`config.mk`:
```
export PLATFORM = sky130hd
export DESIGN_NAME = wdog_busmon_timer
export DESIGN_NICKNAME = d
export VERILOG_FILES = /design/src/rtl/wdt_pkg.sv /design/src/rtl/wdt_svc_unlock.sv /design/src/rtl/wdt_down_counter.sv /design/src/rtl/wdt_pulse_stretch.sv /design/src/rtl/wdog_busmon_timer.sv
export SDC_FILE = /design/constraint.sdc
export NUM_CORES = 1
export LEC_CHECK = 0
export BUFFER_PORTS_ARGS = -buffer_cell sky130_fd_sc_hd__buf_2
export CAP_MARGIN = 20
export CORE_ASPECT_RATIO = 0.6
export CORE_MARGIN = 1
export CORE_UTILIZATION = 63
export DETAILED_ROUTE_END_ITERATION = 7
export HOLD_SLACK_MARGIN = 0.1
export PLACE_DENSITY = 0.85
export SLEW_MARGIN = 20
export SYNTH_ARGS = -nofsm -noshare
export SYNTH_HDL_FRONTEND = slang
export SYNTH_SLANG_ARGS = --single-unit
```
`constraint.sdc`:
```
create_clock -name clk -period 6.1 [get_ports clk]
set_input_delay 1.22 -clock clk [delete_from_list [all_inputs] [get_ports clk]]
set_output_delay 1.22 -clock clk [all_outputs]
set_load 0.02 [all_outputs]
```
`src/rtl/wdt_pkg.sv`:
```
package wdt_pkg;

   typedef enum logic [1:0] {
      MODE_GPT  = 2'd0,
      MODE_WDG  = 2'd1,
      MODE_BMON = 2'd2
   } wdt_mode_e;

   localparam int          SEL_W       = 2;
   localparam logic [1:0]  SEL_CTRL    = 2'd0;
   localparam logic [1:0]  SEL_RELOAD  = 2'd1;
   localparam logic [1:0]  SEL_SERVICE = 2'd2;
   localparam int          CTRL_EN_BIT = 2;

   // Code 3 is not a mode of its own and falls back to general-purpose.
   function automatic wdt_mode_e decode_mode(input logic [1:0] field);
      case (field)
         2'd1:    return MODE_WDG;
         2'd2:    return MODE_BMON;
         default: return MODE_GPT;
      endcase
   endfunction

endpackage

```
`src/rtl/wdt_svc_unlock.sv`:
```
module wdt_svc_unlock #(
   parameter int              DATA_W = 32,
   parameter int              KEY_W  = 16,
   parameter logic [KEY_W-1:0] KEY_A = 16'hAAAA,
   parameter logic [KEY_W-1:0] KEY_B = 16'h5555
) (
   input  logic              clk,
   input  logic              rst_n,
   input  logic              wr_en,
   input  logic              wr_is_svc,
   input  logic [DATA_W-1:0] wr_data,
   input  logic              allow,
   output logic              kick_o
);

   logic             armed_q;
   logic [KEY_W-1:0] key;
   logic             is_first;
   logic             is_second;

   assign key       = wr_data[KEY_W-1:0];
   assign is_first  = wr_is_svc && (key == KEY_A) && allow;
   assign is_second = wr_is_svc && (key == KEY_B) && allow;

   // Every port write either re-arms or disarms, so the key words
   // must be back to back.
   always_ff @(posedge clk or negedge rst_n) begin
      if (!rst_n) begin
         armed_q <= 1'b0;
      end else if (wr_en) begin
         armed_q <= is_first;
      end
   end

   assign kick_o = wr_en && armed_q && is_second;

endmodule

```
`src/rtl/wdt_down_counter.sv`:
```
module wdt_down_counter
   import wdt_pkg::*;
#(
   parameter int               CNT_W   = 32,
   parameter logic [CNT_W-1:0] RST_VAL = CNT_W'(32'h0040_0000)
) (
   input  logic             clk,
   input  logic             rst_n,
   input  logic             enable,
   input  wdt_mode_e        mode,
   input  logic             idle,
   input  logic             start_n,
   input  logic             ready_n,
   input  logic             restart,
   input  logic             restart_run,
   input  logic             kick,
   input  logic [CNT_W-1:0] reload_val,
   output logic [CNT_W-1:0] cnt_o,
   output logic             expire_o
);

   localparam logic [CNT_W-1:0] ZERO = '0;
   localparam logic [CNT_W-1:0] ONE  = CNT_W'(1);

   logic [CNT_W-1:0] cnt_q, cnt_d;
   logic             run_q, run_d;
   logic             step, load;

   always_comb begin
      step  = 1'b0;
      load  = 1'b0;
      run_d = run_q;
      if (restart) begin
         load  = 1'b1;
         run_d = restart_run;
      end else if (enable) begin
         case (mode)
            MODE_BMON: begin
               if (!start_n) begin
                  load  = 1'b1;
                  run_d = 1'b1;
               end else if (!ready_n) begin
                  run_d = 1'b0;
               end else if (run_q) begin
                  if (cnt_q == ZERO) begin
                     run_d = 1'b0;
                  end else begin
                     step = 1'b1;
                     if (cnt_q == ONE) run_d = 1'b0;
                  end
               end
            end
            MODE_WDG: begin
               if (kick)       load = 1'b1;
               else if (!idle) step = 1'b1;
            end
            default: step = 1'b1;
         endcase
      end
   end

   always_comb begin
      if (load)                          cnt_d = reload_val;
      else if (step && cnt_q == ZERO)    cnt_d = reload_val;
      else if (step)                     cnt_d = cnt_q - ONE;
      else                               cnt_d = cnt_q;
   end

   always_ff @(posedge clk or negedge rst_n) begin
      if (!rst_n) begin
         cnt_q <= RST_VAL;
         run_q <= 1'b1;
      end else begin
         cnt_q <= cnt_d;
         run_q <= run_d;
      end
   end

   assign cnt_o    = cnt_q;
   assign expire_o = step && (cnt_q == ONE);

endmodule

```
`src/rtl/wdt_pulse_stretch.sv`:
```
module wdt_pulse_stretch #(
   parameter int PULSE_LEN = 8
) (
   input  logic clk,
   input  logic rst_n,
   input  logic fire,
   input  logic clear,
   output logic pulse_o
);

   generate
      if (PULSE_LEN == 1) begin : g_single
         logic pulse_q;
         always_ff @(posedge clk or negedge rst_n) begin
            if (!rst_n)     pulse_q <= 1'b0;
            else if (clear) pulse_q <= 1'b0;
            else            pulse_q <= fire;
         end
         assign pulse_o = pulse_q;
      end else begin : g_stretch
         localparam int          PW   = $clog2(PULSE_LEN);
         localparam logic [PW-1:0] LAST = PW'(PULSE_LEN - 1);
         localparam logic [PW-1:0] STEP = PW'(1);
         logic [PW-1:0] idx_q;
         logic          active_q;
         always_ff @(posedge clk or negedge rst_n) begin
            if (!rst_n) begin
               idx_q    <= '0;
               active_q <= 1'b0;
            end else if (clear) begin
               idx_q    <= '0;
               active_q <= 1'b0;
            end else if (fire) begin
               idx_q    <= '0;
               active_q <= 1'b1;
            end else if (active_q) begin
               if (idx_q == LAST) active_q <= 1'b0;
               else               idx_q    <= idx_q + STEP;
            end
         end
         assign pulse_o = active_q;
      end
   endgenerate

endmodule

```
`src/rtl/wdog_busmon_timer.sv`:
```
module wdog_busmon_timer
   import wdt_pkg::*;
#(
   parameter int               CNT_W      = 32,
   parameter int               DATA_W     = 32,
   parameter int               KEY_W      = 16,
   parameter logic [KEY_W-1:0] KEY_A      = 16'hAAAA,
   parameter logic [KEY_W-1:0] KEY_B      = 16'h5555,
   parameter int               PULSE_LEN  = 8,
   parameter logic [CNT_W-1:0] RST_RELOAD = CNT_W'(32'h0040_0000)
) (
   input  logic              clk,
   input  logic              rst_n,
   input  logic              bus_start_n,
   input  logic              bus_ready_n,
   input  logic              core_idle,
   input  logic              cfg_we,
   input  logic [1:0]        cfg_sel,
   input  logic [DATA_W-1:0] cfg_wdata,
   output logic              tmo_pulse,
   output logic              tmo_irq_n
);

   generate
      if (CNT_W < 8 || CNT_W > DATA_W) begin : g_bad_cnt_w
         $error("CNT_W must be at least 8 and no wider than DATA_W");
      end
      if (KEY_W > DATA_W || KEY_A == KEY_B) begin : g_bad_key
         $error("service keys must fit DATA_W and differ");
      end
      if (PULSE_LEN < 1) begin : g_bad_pulse
         $error("PULSE_LEN must be at least 1");
      end
      if (RST_RELOAD == '0) begin : g_bad_reload
         $error("RST_RELOAD must be non-zero");
      end
   endgenerate

   wdt_mode_e        mode_q;
   logic             en_q;
   logic [CNT_W-1:0] reload_q;

   logic             wr_ctrl, wr_reload, wr_svc;
   logic             new_en;
   wdt_mode_e        new_mode;
   logic             restart, restart_run;
   logic             svc_allow, kick;
   logic             expire, pulse_clr, pulse;
   logic [CNT_W-1:0] cnt;

   assign wr_ctrl     = cfg_we && (cfg_sel == SEL_CTRL);
   assign wr_reload   = cfg_we && (cfg_sel == SEL_RELOAD);
   assign wr_svc      = (cfg_sel == SEL_SERVICE);
   assign new_en      = cfg_wdata[CTRL_EN_BIT];
   assign new_mode    = decode_mode(cfg_wdata[1:0]);
   assign restart     = wr_ctrl;
   assign restart_run = (new_mode != MODE_BMON);
   assign svc_allow   = en_q && (mode_q == MODE_WDG);
   assign pulse_clr   = !en_q || (wr_ctrl && !new_en);

   always_ff @(posedge clk or negedge rst_n) begin
      if (!rst_n) begin
         mode_q   <= MODE_GPT;
         en_q     <= 1'b1;
         reload_q <= RST_RELOAD;
      end else begin
         if (wr_ctrl) begin
            mode_q <= new_mode;
            en_q   <= new_en;
         end
         if (wr_reload) begin
            reload_q <= cfg_wdata[CNT_W-1:0];
         end
      end
   end

   wdt_svc_unlock #(
      .DATA_W (DATA_W),
      .KEY_W  (KEY_W),
      .KEY_A  (KEY_A),
      .KEY_B  (KEY_B)
   ) svc_i (
      .clk       (clk),
      .rst_n     (rst_n),
      .wr_en     (cfg_we),
      .wr_is_svc (wr_svc),
      .wr_data   (cfg_wdata),
      .allow     (svc_allow),
      .kick_o    (kick)
   );

   wdt_down_counter #(
      .CNT_W   (CNT_W),
      .RST_VAL (RST_RELOAD)
   ) cnt_i (
      .clk         (clk),
      .rst_n       (rst_n),
      .enable      (en_q),
      .mode        (mode_q),
      .idle        (core_idle),
      .start_n     (bus_start_n),
      .ready_n     (bus_ready_n),
      .restart     (restart),
      .restart_run (restart_run),
      .kick        (kick),
      .reload_val  (reload_q),
      .cnt_o       (cnt),
      .expire_o    (expire)
   );

   wdt_pulse_stretch #(
      .PULSE_LEN (PULSE_LEN)
   ) pls_i (
      .clk     (clk),
      .rst_n   (rst_n),
      .fire    (expire),
      .clear   (pulse_clr),
      .pulse_o (pulse)
   );

   assign tmo_pulse = pulse;
   assign tmo_irq_n = ~pulse;

endmodule

```
==> flow_metrics.py <==
metrics = {
    "outcome": {
        "outcome": "completed",
    },
    "placement": {
        "place_area_um2": 4250,
        "dp_hpwl_mm": 6.50,
        "pre_cts_ws_ns": 1.95,
        "place.gp.congestion": 0.851,
        "placedCellCount": 493,
        "io_buffers": 41,
    },
    "yosys": {
        "avgSynthCellArea_um2": 10.3,
        "synth_common_cells": "dfrtp_1 (69), mux2_2 (33), a21oi_1 (24)",
        "yosysMostFrequentCell": "dfrtp_1",
        "synthAdderAreaFrac": 0.0187,
        "syn_area_um2": 4010,
        "synth.distinct_cells": 62,
        "synth.area.mux_share": 0.113,
        "synth-edff-count": 0,
        "synth-seq-area-share": 0.457,
        "synth_area_leaders": "dfrtp_1 (43%), mux2_2 (9.3%), a21oi_1 (3.0%), dfstp_2 (2.6%), nor3_1 (2.6%)",
        "synth_nets": 434,
        "yosysTopAreaCellShare": 0.431,
        "synth_warnings": 0,
        "async_flop_share": 1.00,
        "syn_inst": 388,
        "synth_compound_area_frac": 0.193,
        "ys_ff_latch": 73,
        "synthXorXnorAreaFrac": 0.00219,
        "yosys.area.top_type": "dfrtp_1",
        "synth_top_family_by_area": "compound AO/OA/AOI/OAI gates",
        "synth-main-ff-cell": "dfrtp_1",
        "yosys.area_share.simple": 0.178,
    },
    "floorplan": {
        "start_util": 0.653,
        "ios": 42,
        "core_um2": 6140,
        "die_y_um": 63.8,
        "row_count": 22,
        "dieArea_um2": 6690,
        "die_x_um": 105,
    },
    "critical_path": {
        "startpoint_type": "input port",
        "crit_family": "compound AO/OA/AOI/OAI gates",
        "end_kind": "register",
        "crit_chain": "buf_2 -> or4b_1 -> nor3_1 -> a21bo_2 -> a311oi_4 -> buf_6 -> buf_4 -> o21ai_0 -> o211ai_1",
        "worstReg2RegEnd": "cnt_i.cnt_o[22]",
        "r2r-start": "cnt_i.cnt_o[26]",
        "cp_max_fo": 30,
        "critPathKind": "input port to register",
        "ff2ff_path_depth": 8,
        "r2r_slack_ns": 2.80,
        "arrival_ns": 3.72,
        "cp.required_ns": 6.33,
        "crit_buf_inv": 3,
        "cpMaxStageDelayCell": "a21bo_2",
        "max_stage_delay_ns": 0.63,
    },
    "power_and_ir_drop": {
        "seq_power_share": 0.520,
        "clock_power_share": 0.216,
        "finalPower_mw": 1.53,
        "p_switching_mw": 0.539,
        "leakagePower_nw": 1.82,
        "p_int_mw": 0.994,
        "ir_drop_v": 0.000207,
        "power_density_nw_per_um2": 346,
        "switching_share": 0.352,
        "combPwrFrac": 0.264,
    },
    "global_routing": {
        "grt_pass1_vias": 3077,
        "grt_max_degree": 74,
        "antenna_found_initial": 0,
        "grt.total_usage": 0.305,
        "grt_remaining_overflow": 0,
        "grt_pass1_wl_mm": 15.5,
    },
    "drt": {
        "routed_wl_mm": 9.43,
        "post_drt_via_cell_ratio": 6.74,
        "dr_total_vias": 3426,
        "first_pass_iters": 5,
        "first_iter_violations": 263,
        "wl_per_cell_um": 18.6,
        "drc_errors": 0,
        "ant_nets": 0,
    },
    "clock_network": {
        "postCtsSetupRepairBufs": 0,
        "cts_root_buf": "clkbuf_8",
        "clk_pin_slew_worst_paths_ns": 0.07,
        "cts_num_sinks": 73,
        "post_cts_resized": 0,
        "clk_latency_ns": 0.35,
        "h-tree-depth": 3,
        "clockBufferDepth": 2,
        "cts_hold_buffers": 0,
        "cts_tree": "yes",
        "cts_buffers": 9,
    },
    "timing": {
        "period_share": 0.572,
        "fin_skew_ns": 0.00751,
        "hold_violations": 0,
        "setup_violations": 0,
        "fin_crit_ns": 3.49,
        "drv_slew": 0,
        "grt_setup_unrepaired": "false",
        "finalSetupTns_ns": 0,
        "slew_headroom": 0.397,
        "fmax_mhz": 286,
        "worstMarginPinSlew_ns": 0.904,
        "setup_ws_ns": 2.61,
    },
    "min_path": {
        "hold_class": "register to register",
        "whs_endpoint": "cnt_i.cnt_o[20]",
        "holdCritStartpoint": "reload_q[20]",
        "whs_path_depth": 2,
    },
    "cells_and_area": {
        "final_nets": 467,
        "final_layout_size_suffix_gt1_frac": 0.255,
        "diodes": 0,
        "fin_cells": 508,
        "stdcell_area_um2": 4430,
        "area_delta_synth_final_pct": 10.5,
        "fillers": 462,
    },
    "job": {
        "maxCapViolCount": 0,
    },
}
==> tightest hold or removal path: cells and delay by family (launching register included) <==
| family | cells | cell delay [ns] |
|---|---|---|
| DFF | 1 | 0.34 |
| AOI/OAI and AO/OA | 1 | 0.08 |
| and+or+nand+nor | 1 | 0.04 |
==> final cells by class <==
cell class | instances | area, um2 | area share
Multi-Input combinational cell | 280 | 2040 | 0.461
Sequential cell | 73 | 1830 | 0.414
Timing Repair Buffer | 46 | 246 | 0.0557
Clock buffer | 14 | 163 | 0.0367
Tap cell | 84 | 105 | 0.0237
Inverter | 11 | 41.3 | 0.00933
==> routing by layer <==
layer  wire length (um)  vias up  global-route usage  part of all wire
met2               4000      160               0.419              0.42
met3                885       17              0.0898             0.094
met5                  0        -                   0                 0
met1               4380     1680               0.454              0.46
li1                   -     1569                   -                 -
met4                163        0               0.113             0.017
==> how the worst max path moves through the flow <==
stage	from	to	slack, ns	cells after the start
2_1_floorplan	cfg_wdata[3]	cnt_i.cnt_o[16]	2.97	8
6_report	cfg_wdata[3]	cnt_i.cnt_o[7]	2.61	9
4_1_cts	cfg_wdata[3]	cnt_i.cnt_o[22]	2.31	8
5_1_grt	cfg_wdata[3]	cnt_i.cnt_o[7]	2.47	9
3_5_place_dp	cfg_wdata[3]	cnt_i.cnt_o[22]	1.95	8
3_3_place_gp	cfg_wdata[3]	cnt_i.cnt_o[22]	2.05	8
==> power groups by stage <==
stage / logic, mW / clock network (mW) / registers (mW)
6_report: 0.406 / 0.331 / 0.797
5_1_grt: 0.450 / 0.358 / 0.820
4_1_cts: 0.399 / 0.341 / 0.791
3_5_place_dp: 0.398 / 0 / 0.798
3_3_place_gp: 0.380 / 0 / 0.790
2_1_floorplan: 0.326 / 0 / 0.744
==> metrics by stage <==
stage | utilization | hold slack, ns
2_1_floorplan | - | 0.448
3_3_place_gp | 0.692 | 0.469
3_5_place_dp | 0.692 | 0.485
4_1_cts | 0.719 | 0.505
5_1_grt | 0.721 | 0.531
6_report | 0.721 | 0.507
==> layout by cell type, fill, tap and decap left out, types with 5 or more instances in the layout <==
| master | count |
|---|---|
| mux2i_1 | 8 |
| o211ai_1 | 6 |
| clkbuf_8 | 11 |
| ha_1 | 6 |
| o22a_1 | 7 |
| nor2_1 | 17 |
| nor3_1 | 21 |
| mux2_2 | 33 |
| o2bb2ai_1 | 9 |
| or4_1 | 5 |
| nand4_1 | 5 |
| inv_1 | 11 |
| dfrtp_1 | 69 |
| a21oi_1 | 24 |
| o21ai_0 | 16 |
| o311ai_0 | 5 |
| nor4_1 | 15 |
| or3_1 | 9 |
| o22ai_1 | 14 |
| nand2_1 | 18 |
| buf_2 | 41 |
==> flip-flops by register name, summed over array words and instances (netlist names) <==
register and count:
cnt_i.cnt_o 32, reload_q 32, pls_i.g_stretch.idx_q 3, mode_q 2, cnt_i.run_q 1, en_q 1, pls_i.pulse_o 1, svc_i.armed_q 1
==> cell families (layout without fill, tap and decap cells) <==
family	count (synthesis)	in the layout
adder cells (fa/ha/maj)	6	6
buffers and inverters	35	71
XOR/XNOR	1	1
flip-flops	73	73
multiplexers	41	41
AO/OA/AOI/OAI	110	110
AND/OR/NAND/NOR	122	122
Power figures use the tool's default switching activity.
